`config.mk`:
```
export PLATFORM = sky130hd
export DESIGN_NAME = i2c_cfg_slave
export DESIGN_NICKNAME = d
export VERILOG_FILES = /design/src/rtl/i2c_cfg_pkg.sv /design/src/rtl/i2c_line_sync.sv /design/src/rtl/i2c_cfg_regfile.sv /design/src/rtl/i2c_cfg_engine.sv /design/src/rtl/i2c_cfg_slave.sv
export SDC_FILE = /design/constraint.sdc
export NUM_CORES = 1
export LEC_CHECK = 0
export CORE_UTILIZATION = 50
export DETAILED_ROUTE_END_ITERATION = 10
export DONT_BUFFER_PORTS = 1
export MAX_ROUTING_LAYER = met4
export SLEW_MARGIN = 20
export SYNTH_ARGS = -nofsm -noshare
export SYNTH_HDL_FRONTEND = slang
export SYNTH_SLANG_ARGS = --single-unit
```
`constraint.sdc`:
```
create_clock -name clk -period 4.04 [get_ports clk]
set_input_delay 0.606 -clock clk [delete_from_list [all_inputs] [get_ports clk]]
set_output_delay 0.606 -clock clk [all_outputs]
set_load 0.005 [all_outputs]
```
`src/rtl/i2c_cfg_pkg.sv`:
```
package i2c_cfg_pkg;

    localparam int unsigned CFG_BYTES   = 6;
    localparam int unsigned HDR_BYTES   = 2;
    localparam int unsigned SYNC_STAGES = 2;
    localparam logic [6:0]  DEV_ADDR7   = 7'h69;

    typedef enum logic [2:0] {
        ST_IDLE,
        ST_ADDR,
        ST_ACK,
        ST_WDATA,
        ST_TX,
        ST_RACK
    } phase_e;

    typedef struct packed {
        logic start;
        logic stop;
        logic scl_rise;
        logic scl_fall;
        logic sda;
    } bus_evt_t;

    function automatic logic [CFG_BYTES*8-1:0] default_image();
        return {{(CFG_BYTES-1){8'hFF}}, 8'h00};
    endfunction

endpackage

```
`src/rtl/i2c_line_sync.sv`:
```
module i2c_line_sync
    import i2c_cfg_pkg::*;
#(
    parameter int unsigned STAGES = SYNC_STAGES
) (
    input  logic     clk,
    input  logic     rst,
    input  logic     scl_i,
    input  logic     sda_i,
    output bus_evt_t evt
);

    logic [STAGES-1:0] scl_pipe;
    logic [STAGES-1:0] sda_pipe;
    logic              scl_prev;
    logic              sda_prev;
    logic              scl_now;
    logic              sda_now;

    always_ff @(posedge clk) begin
        if (rst) begin
            scl_pipe <= '1;
            sda_pipe <= '1;
            scl_prev <= 1'b1;
            sda_prev <= 1'b1;
        end else begin
            scl_pipe <= {scl_pipe[STAGES-2:0], scl_i};
            sda_pipe <= {sda_pipe[STAGES-2:0], sda_i};
            scl_prev <= scl_pipe[STAGES-1];
            sda_prev <= sda_pipe[STAGES-1];
        end
    end

    assign scl_now = scl_pipe[STAGES-1];
    assign sda_now = sda_pipe[STAGES-1];

    always_comb begin
        evt.start    = scl_now & scl_prev & sda_prev & ~sda_now;
        evt.stop     = scl_now & scl_prev & ~sda_prev & sda_now;
        evt.scl_rise = scl_now & ~scl_prev;
        evt.scl_fall = ~scl_now & scl_prev;
        evt.sda      = sda_now;
    end

endmodule

```
`src/rtl/i2c_cfg_regfile.sv`:
```
module i2c_cfg_regfile
    import i2c_cfg_pkg::*;
#(
    parameter int unsigned           N_BYTES = CFG_BYTES,
    parameter int unsigned           IDX_W   = 4,
    parameter logic [N_BYTES*8-1:0]  INIT    = default_image()
) (
    input  logic                    clk,
    input  logic                    rst,
    input  logic                    we,
    input  logic [IDX_W-1:0]        waddr,
    input  logic [7:0]              wdata,
    output logic [N_BYTES*8-1:0]    cfg_q
);

    for (genvar g = 0; g < N_BYTES; g++) begin : g_byte
        logic [7:0] byte_q;
        always_ff @(posedge clk) begin
            if (rst) begin
                byte_q <= INIT[g*8 +: 8];
            end else if (we && (waddr == IDX_W'(g))) begin
                byte_q <= wdata;
            end
        end
        assign cfg_q[g*8 +: 8] = byte_q;
    end

    AST_WADDR_IN_RANGE: assert property (@(posedge clk) disable iff (rst)
        we |-> (waddr < IDX_W'(N_BYTES)));

    AST_RESET_IMAGE: assert property (@(posedge clk) disable iff (rst)
        $past(rst) |-> (cfg_q == INIT));

endmodule

```
`src/rtl/i2c_cfg_engine.sv`:
```
module i2c_cfg_engine
    import i2c_cfg_pkg::*;
#(
    parameter int unsigned N_BYTES  = CFG_BYTES,
    parameter int unsigned IDX_W    = 4,
    parameter logic [6:0]  DEV_ADDR = DEV_ADDR7
) (
    input  logic                  clk,
    input  logic                  rst,
    input  bus_evt_t              bus,
    input  logic [N_BYTES*8-1:0]  cfg_q,
    output logic                  sda_oe,
    output logic                  reg_we,
    output logic [IDX_W-1:0]      reg_waddr,
    output logic [7:0]            reg_wdata
);

    localparam logic [IDX_W-1:0] HDR_IDX  = IDX_W'(HDR_BYTES);
    localparam logic [IDX_W-1:0] WR_LAST  = IDX_W'(HDR_BYTES + N_BYTES);
    localparam logic [IDX_W-1:0] RD_LAST  = IDX_W'(N_BYTES + 1);

    phase_e           phase;
    logic [3:0]       bit_cnt;
    logic [7:0]       shreg;
    logic             rd_mode;
    logic             host_ack;
    logic [IDX_W-1:0] wr_idx;
    logic [IDX_W-1:0] rd_idx;
    logic [IDX_W-1:0] rd_nxt;
    logic [7:0]       tx_cur;
    logic [7:0]       tx_nxt;

    function automatic logic [7:0] tx_byte(input logic [IDX_W-1:0] idx,
                                           input logic [N_BYTES*8-1:0] img);
        logic [7:0] val;
        val = 8'hFF;
        if (idx == '0) begin
            val = 8'(N_BYTES);
        end else begin
            for (int k = 0; k < N_BYTES; k++) begin
                if (idx == IDX_W'(k + 1)) val = img[k*8 +: 8];
            end
        end
        return val;
    endfunction

    assign rd_nxt = (rd_idx < RD_LAST) ? rd_idx + 1'b1 : rd_idx;
    assign tx_cur = tx_byte(rd_idx, cfg_q);
    assign tx_nxt = tx_byte(rd_nxt, cfg_q);

    always_ff @(posedge clk) begin
        if (rst) begin
            phase     <= ST_IDLE;
            bit_cnt   <= '0;
            shreg     <= '0;
            rd_mode   <= 1'b0;
            host_ack  <= 1'b0;
            wr_idx    <= '0;
            rd_idx    <= '0;
            sda_oe    <= 1'b0;
            reg_we    <= 1'b0;
            reg_waddr <= '0;
            reg_wdata <= '0;
        end else begin
            reg_we <= 1'b0;
            if (bus.stop) begin
                phase  <= ST_IDLE;
                sda_oe <= 1'b0;
            end else if (bus.start) begin
                phase   <= ST_ADDR;
                sda_oe  <= 1'b0;
                bit_cnt <= '0;
            end else begin
                unique case (phase)
                    ST_ADDR, ST_WDATA: begin
                        if (bus.scl_rise && bit_cnt != 4'd8) begin
                            shreg   <= {shreg[6:0], bus.sda};
                            bit_cnt <= bit_cnt + 4'd1;
                        end else if (bus.scl_fall && bit_cnt == 4'd8) begin
                            bit_cnt <= '0;
                            if (phase == ST_ADDR) begin
                                if (shreg[7:1] == DEV_ADDR) begin
                                    sda_oe  <= 1'b1;
                                    phase   <= ST_ACK;
                                    rd_mode <= shreg[0];
                                    wr_idx  <= '0;
                                    rd_idx  <= '0;
                                end else begin
                                    phase <= ST_IDLE;
                                end
                            end else begin
                                sda_oe <= 1'b1;
                                phase  <= ST_ACK;
                                if (wr_idx >= HDR_IDX && wr_idx < WR_LAST) begin
                                    reg_we    <= 1'b1;
                                    reg_waddr <= wr_idx - HDR_IDX;
                                    reg_wdata <= shreg;
                                end
                                if (wr_idx < WR_LAST) wr_idx <= wr_idx + 1'b1;
                            end
                        end
                    end
                    ST_ACK: begin
                        if (bus.scl_fall) begin
                            bit_cnt <= '0;
                            if (rd_mode) begin
                                shreg  <= tx_cur;
                                sda_oe <= ~tx_cur[7];
                                phase  <= ST_TX;
                            end else begin
                                sda_oe <= 1'b0;
                                phase  <= ST_WDATA;
                            end
                        end
                    end
                    ST_TX: begin
                        if (bus.scl_fall) begin
                            if (bit_cnt == 4'd7) begin
                                sda_oe <= 1'b0;
                                phase  <= ST_RACK;
                            end else begin
                                shreg   <= {shreg[6:0], 1'b1};
                                sda_oe  <= ~shreg[6];
                                bit_cnt <= bit_cnt + 4'd1;
                            end
                        end
                    end
                    ST_RACK: begin
                        if (bus.scl_rise) begin
                            host_ack <= ~bus.sda;
                        end else if (bus.scl_fall) begin
                            bit_cnt <= '0;
                            if (host_ack) begin
                                rd_idx <= rd_nxt;
                                shreg  <= tx_nxt;
                                sda_oe <= ~tx_nxt[7];
                                phase  <= ST_TX;
                            end else begin
                                sda_oe <= 1'b0;
                                phase  <= ST_IDLE;
                            end
                        end
                    end
                    default: ;
                endcase
            end
        end
    end

    AST_OE_MOVES_ON_SCL_LOW: assert property (@(posedge clk) disable iff (rst)
        !$stable(sda_oe) |-> $past(bus.scl_fall || bus.start || bus.stop));

    AST_COMMIT_FULL_BYTE: assert property (@(posedge clk) disable iff (rst)
        reg_we |-> $past(phase == ST_WDATA && bus.scl_fall && bit_cnt == 4'd8));

    AST_ADDR_ACK_MATCH: assert property (@(posedge clk) disable iff (rst)
        ($rose(sda_oe) && phase == ST_ACK && $past(phase) == ST_ADDR)
            |-> ($past(shreg[7:1]) == DEV_ADDR));

    AST_NACK_RELEASES: assert property (@(posedge clk) disable iff (rst)
        (phase == ST_IDLE) |-> !sda_oe);

endmodule

```
`src/rtl/i2c_cfg_slave.sv`:
```
module i2c_cfg_slave
    import i2c_cfg_pkg::*;
#(
    parameter int unsigned          N_BYTES  = CFG_BYTES,
    parameter logic [6:0]           DEV_ADDR = DEV_ADDR7,
    parameter logic [N_BYTES*8-1:0] INIT     = default_image()
) (
    input  logic                   clk,
    input  logic                   rst,
    input  logic                   scl_i,
    input  logic                   sda_i,
    output logic                   sda_oe,
    output logic                   sda_out,
    output logic [N_BYTES*8-1:0]   cfg_bytes
);

    localparam int unsigned IDX_W = $clog2(N_BYTES + HDR_BYTES + 2);

    bus_evt_t         bus;
    logic             reg_we;
    logic [IDX_W-1:0] reg_waddr;
    logic [7:0]       reg_wdata;

    i2c_line_sync #(
        .STAGES (SYNC_STAGES)
    ) u_sync (
        .clk   (clk),
        .rst   (rst),
        .scl_i (scl_i),
        .sda_i (sda_i),
        .evt   (bus)
    );

    i2c_cfg_engine #(
        .N_BYTES  (N_BYTES),
        .IDX_W    (IDX_W),
        .DEV_ADDR (DEV_ADDR)
    ) u_engine (
        .clk       (clk),
        .rst       (rst),
        .bus       (bus),
        .cfg_q     (cfg_bytes),
        .sda_oe    (sda_oe),
        .reg_we    (reg_we),
        .reg_waddr (reg_waddr),
        .reg_wdata (reg_wdata)
    );

    i2c_cfg_regfile #(
        .N_BYTES (N_BYTES),
        .IDX_W   (IDX_W),
        .INIT    (INIT)
    ) u_regs (
        .clk   (clk),
        .rst   (rst),
        .we    (reg_we),
        .waddr (reg_waddr),
        .wdata (reg_wdata),
        .cfg_q (cfg_bytes)
    );

    assign sda_out = 1'b0;

endmodule

```
==> impl_summary.log <==
INFO  metric tot_pwr = 0.00170 W
INFO  metric parity_gate_share_of_the_synthesized_area_counting_xor_and_xnor_cells = 0.499%
INFO  metric postLayoutCoreUtil = 53.6%
INFO  metric dr_total_vias = 4681
INFO  metric r2r_setup_slack = 0.68 ns
INFO  metric clock.fmax = 298 MHz
INFO  metric syn-instance-count = 633
INFO  metric crit_chain = inv_1 > ha_1 > nor4bb_1 > a211oi_2 > or2_1 > o21ai_0 > o22ai_1 > o221a_2
INFO  metric clk_latency = 0.37 ns
INFO  metric muxShareOfSynthArea = 11.2%
INFO  metric hp-class = input pin to flop
INFO  metric finish.instance_area = 5510 um2
INFO  metric first_iter_violations = 400
INFO  metric syn_avg_cell_area = 8.32 um2
INFO  metric area_fraction_in_compound_gates_after_synthesis = 20.7%
INFO  metric slowest_delay = 0.77 ns
INFO  metric drv_cap = 0
INFO  metric placementRows = 37
INFO  metric grt_setup_unrepaired = false
INFO  metric final_layout_size_suffix_gt1_share = 8.35%
INFO  metric worst_setup_slack_post_dpl = 0.741 ns
INFO  metric synth.cell_area = 5260 um2
INFO  metric synth-simple-area-share = 24.2%
INFO  metric cts.sinks = 93
INFO  metric die_h = 105 um
INFO  metric slew_violations = 0
INFO  metric cpLargestDelayFamily = simple AND/OR/NAND/NOR gates
INFO  metric critical_path_cell_count = 8
INFO  metric wirelength_per_cell = 21.0 um
INFO  metric fin_setup_tns = 0 ns
INFO  metric nNetsFinal = 620
INFO  metric hold_viol = 0
INFO  metric placed_cell_area = 5280 um2
INFO  metric antenna_found_initial = 0
INFO  metric worst_setup_path_endpoint = u_engine.shreg[3]$_SDFFE_PP0P_
INFO  metric critical_path_required = 4.30 ns
INFO  metric post_cts_resize_count = 0
INFO  metric grt_start_max_net_pins = 43
INFO  metric cp-end-kind = flop
INFO  metric gr-total-overflow = 0
INFO  metric layout_worst_path_cycle_share = 83.1%
INFO  metric skew = 0.0105 ns
INFO  metric final_antenna_net_count = 0
INFO  metric power_dens_cells = 309 nW/um2
INFO  metric timing.final.ws_setup = 0.684 ns
INFO  metric grt_first_pass_wirelength = 24700 um
INFO  metric synth_nets = 647
INFO  metric vdd_ir_drop_max = 0.184 mV
INFO  metric ctsHtreeMaxLevel = 3
INFO  metric netlist-cell-type-count = 77
INFO  metric worstSetupStartpointType = flop
INFO  metric drt_pass1_iterations = 5
INFO  metric timing.slew.headroom = 24.7%
INFO  metric antennaDiodeCount = 0
INFO  metric timing.rr.end = u_engine.shreg[3]$_SDFFE_PP0P_
INFO  metric critical-path-slowest-cell = dfxtp_1
INFO  metric yosys_most_used_dff = dfxtp_1
INFO  metric number_of_hold_buffers_added_after_cts = 0
INFO  metric gp_congestion = 0.923
INFO  metric postRouteWirelength = 15700 um
INFO  metric ys_seq_elements = 93
INFO  metric critical_path.max_fanout = 23
INFO  metric reg2reg_depth = 8
INFO  metric via_per_inst = 6.27
INFO  metric floorplan.io_pins = 54
INFO  metric number_of_buffer_and_inverter_stages_on_the_critical_path = 1
INFO  metric timing_worst_setup_path_type = flop to flop
INFO  metric core = 10300 um2
INFO  metric clk_path_buf_depth = 2
INFO  metric status = completed
INFO  metric cts_tree = done
INFO  metric start_util = 51.2%
INFO  metric fp.dieW = 105 um
INFO  metric async_flop_share = 0%
INFO  metric area_delta_synth_final = 4.59%
INFO  metric synth_top_cells_by_area = dfxtp_1, mux2i_1, nand2_1, nor2_1, a21oi_1
INFO  metric globalRouteTotalUtil = 30.0%
INFO  metric power.static_leakage = 2.01 nW
INFO  metric layout.filler_cells = 1004
INFO  metric cts_inserted_buffers = 9
INFO  metric dp.final_hpwl = 11400 um
INFO  metric post-cts-setup-buffer-count = 0
INFO  metric r2r-start = u_engine.rd_idx[0]$_SDFFE_PP0P_
INFO  metric worst_slew_pin_slew = 1.12 ns
INFO  metric ctsRootBufferMaster = clkbuf_8
INFO  metric worst_setup_path_startpoint = u_engine.rd_idx[0]$_SDFFE_PP0P_
INFO  metric cp_data_arrival_time = 3.62 ns
INFO  metric synth-seq-area-share = 35.4%
INFO  metric synth.yosys.warnings = 0
INFO  metric drc_errors_left = 0
INFO  metric numPortBuffers = 0
INFO  metric synth_edf_count = 0
INFO  metric netlist.top_cell.by_area = dfxtp_1
INFO  metric synth_largest_type_area_fraction = 35.4%
INFO  metric final_period_minus_worst_setup_slack = 3.36 ns
INFO  metric dieArea = 10900 um2
INFO  metric adder_cell_fraction_of_synth_area = 2.38%
INFO  metric path_clk_slew = 0.09 ns
INFO  metric largest_family_of_logic_cells_by_synthesized_area = simple AND/OR/NAND/NOR gates
INFO  metric finalSetupViolCount = 0
INFO  metric number_of_global_route_vias_before_repair = 4310
per-stage QoR:
| stage | hold slack (ns) | cells |
|---|---|---|
| after CTS | 0.286 | 747 |
| after global routing | 0.279 | 747 |
| after detailed placement | 0.397 | 731 |
| final | 0.301 | 747 |
| after global placement | 0.395 | 731 |
| after floorplan | 0.389 | 633 |
Yosys cell counts, drive strengths merged (3+ instances only):
cell type  count
a211o          6
a211oi         9
a21oi         35
a221oi         5
a22oi          3
a2bb2oi        4
a31oi          8
and2           3
and3           3
and3b          4
and4b          4
buf           16
clkbuf        28
dfxtp         93
ha            10
inv           23
mux2           6
mux2i         52
nand2         85
nand2b         8
nand3         23
nor2          59
nor2b         14
nor3           8
nor3b         10
nor4           3
o211ai         5
o21a           3
o21ai         24
o221a          5
o22ai         14
o311ai         4
o32ai          3
o41ai          4
or2           11
layer usage:
layer  share of wire [%]  vias to the layer above  GRT usage [%]
li1                    -                     2222              -
met4                 2.8                        0           11.0
met2                  48                      187           48.4
met5                   0                        -              -
met1                  43                     2238           37.7
met3                 5.6                       34           5.05
worst min-delay path by stage:
stage	depth (start not counted)	end	slack, ns	start
floorplan	1	u_sync.scl_pipe[1]$_SDFF_PP1_	0.39	u_sync.scl_pipe[0]$_SDFF_PP1_
global placement	1	u_sync.scl_pipe[1]$_SDFF_PP1_	0.40	u_sync.scl_pipe[0]$_SDFF_PP1_
detailed placement	1	u_sync.scl_pipe[1]$_SDFF_PP1_	0.40	u_sync.scl_pipe[0]$_SDFF_PP1_
CTS	1	u_engine.wr_idx[1]$_SDFFE_PP0P_	0.29	rst
global route	1	u_engine.wr_idx[1]$_SDFFE_PP0P_	0.28	rst
finish	1	u_engine.wr_idx[1]$_SDFFE_PP0P_	0.30	rst
worst register-to-register path: stages, from the launching register on:
cell,delay [ns]
dfxtp_1,0.77
inv_1,0.21
ha_1,0.72
nor4bb_1,0.47
a211oi_2,0.14
or2_1,0.36
o21ai_0,0.21
o22ai_1,0.12
o221a_2,0.25
power breakdown:
part	total, W	internal [W]	switching (W)
Clock	0.000707	0.000383	0.000324
Combinational	0.0000533	0.0000201	0.0000332
Sequential	0.000939	0.000925	0.0000143
Total	0.00170	0.00133	0.000371
registers in the layout, summed over array words and instances, names as in the netlist, 2 cells and up:
| signal | cells |
|---|---|
| u_engine.reg_waddr | 4 |
| u_engine.rd_idx | 4 |
| u_engine.reg_wdata | 8 |
| u_engine.bit_cnt | 4 |
| u_sync.scl_pipe | 2 |
| u_engine.shreg | 8 |
| u_engine.phase | 3 |
| u_engine.wr_idx | 4 |
| u_regs.g_byte.byte_q | 48 |
| u_sync.sda_pipe | 2 |
layout by cell type (no fill, tap or decap), types with 5 or more instances in the layout:
cell      instances
dfxtp_1          93
nand2_1          85
nor2_1           57
mux2i_1          52
a21oi_1          35
inv_1            23
nand3_1          23
o21ai_0          21
nor2b_1          14
o22ai_1          14
clkbuf_8         11
nor3b_1           9
ha_1              9
nand2b_1          8
nor3_1            7
a31oi_1           7
a211oi_1          7
or2_2             7
mux2_2            6
a211o_1           6
buf_4             6
o211ai_1          5
cell families (layout without fill, tap and decap cells):
logic type	after synthesis	count (layout)
AOI/OAI and AO/OA	149	149
buffers and inverters	68	46
xor gates and xnor gates	3	3
and+or+nand+nor	251	251
muxes	58	58
DFF	93	93
adders and majority gates	10	10
other	1	1
layout make-up:
class                      count  area, um2  share of cell area [%]
multi-input combinational    472       3110                    56.5
sequential                    93       1860                    33.8
tap                          136        170                    3.09
clock buffer                  13        159                    2.89
inverter                      24       90.1                    1.64
clock inverter                 3       67.6                    1.23
timing repair buffer           6       45.0                   0.818
(Power assumes the default switching activity.)
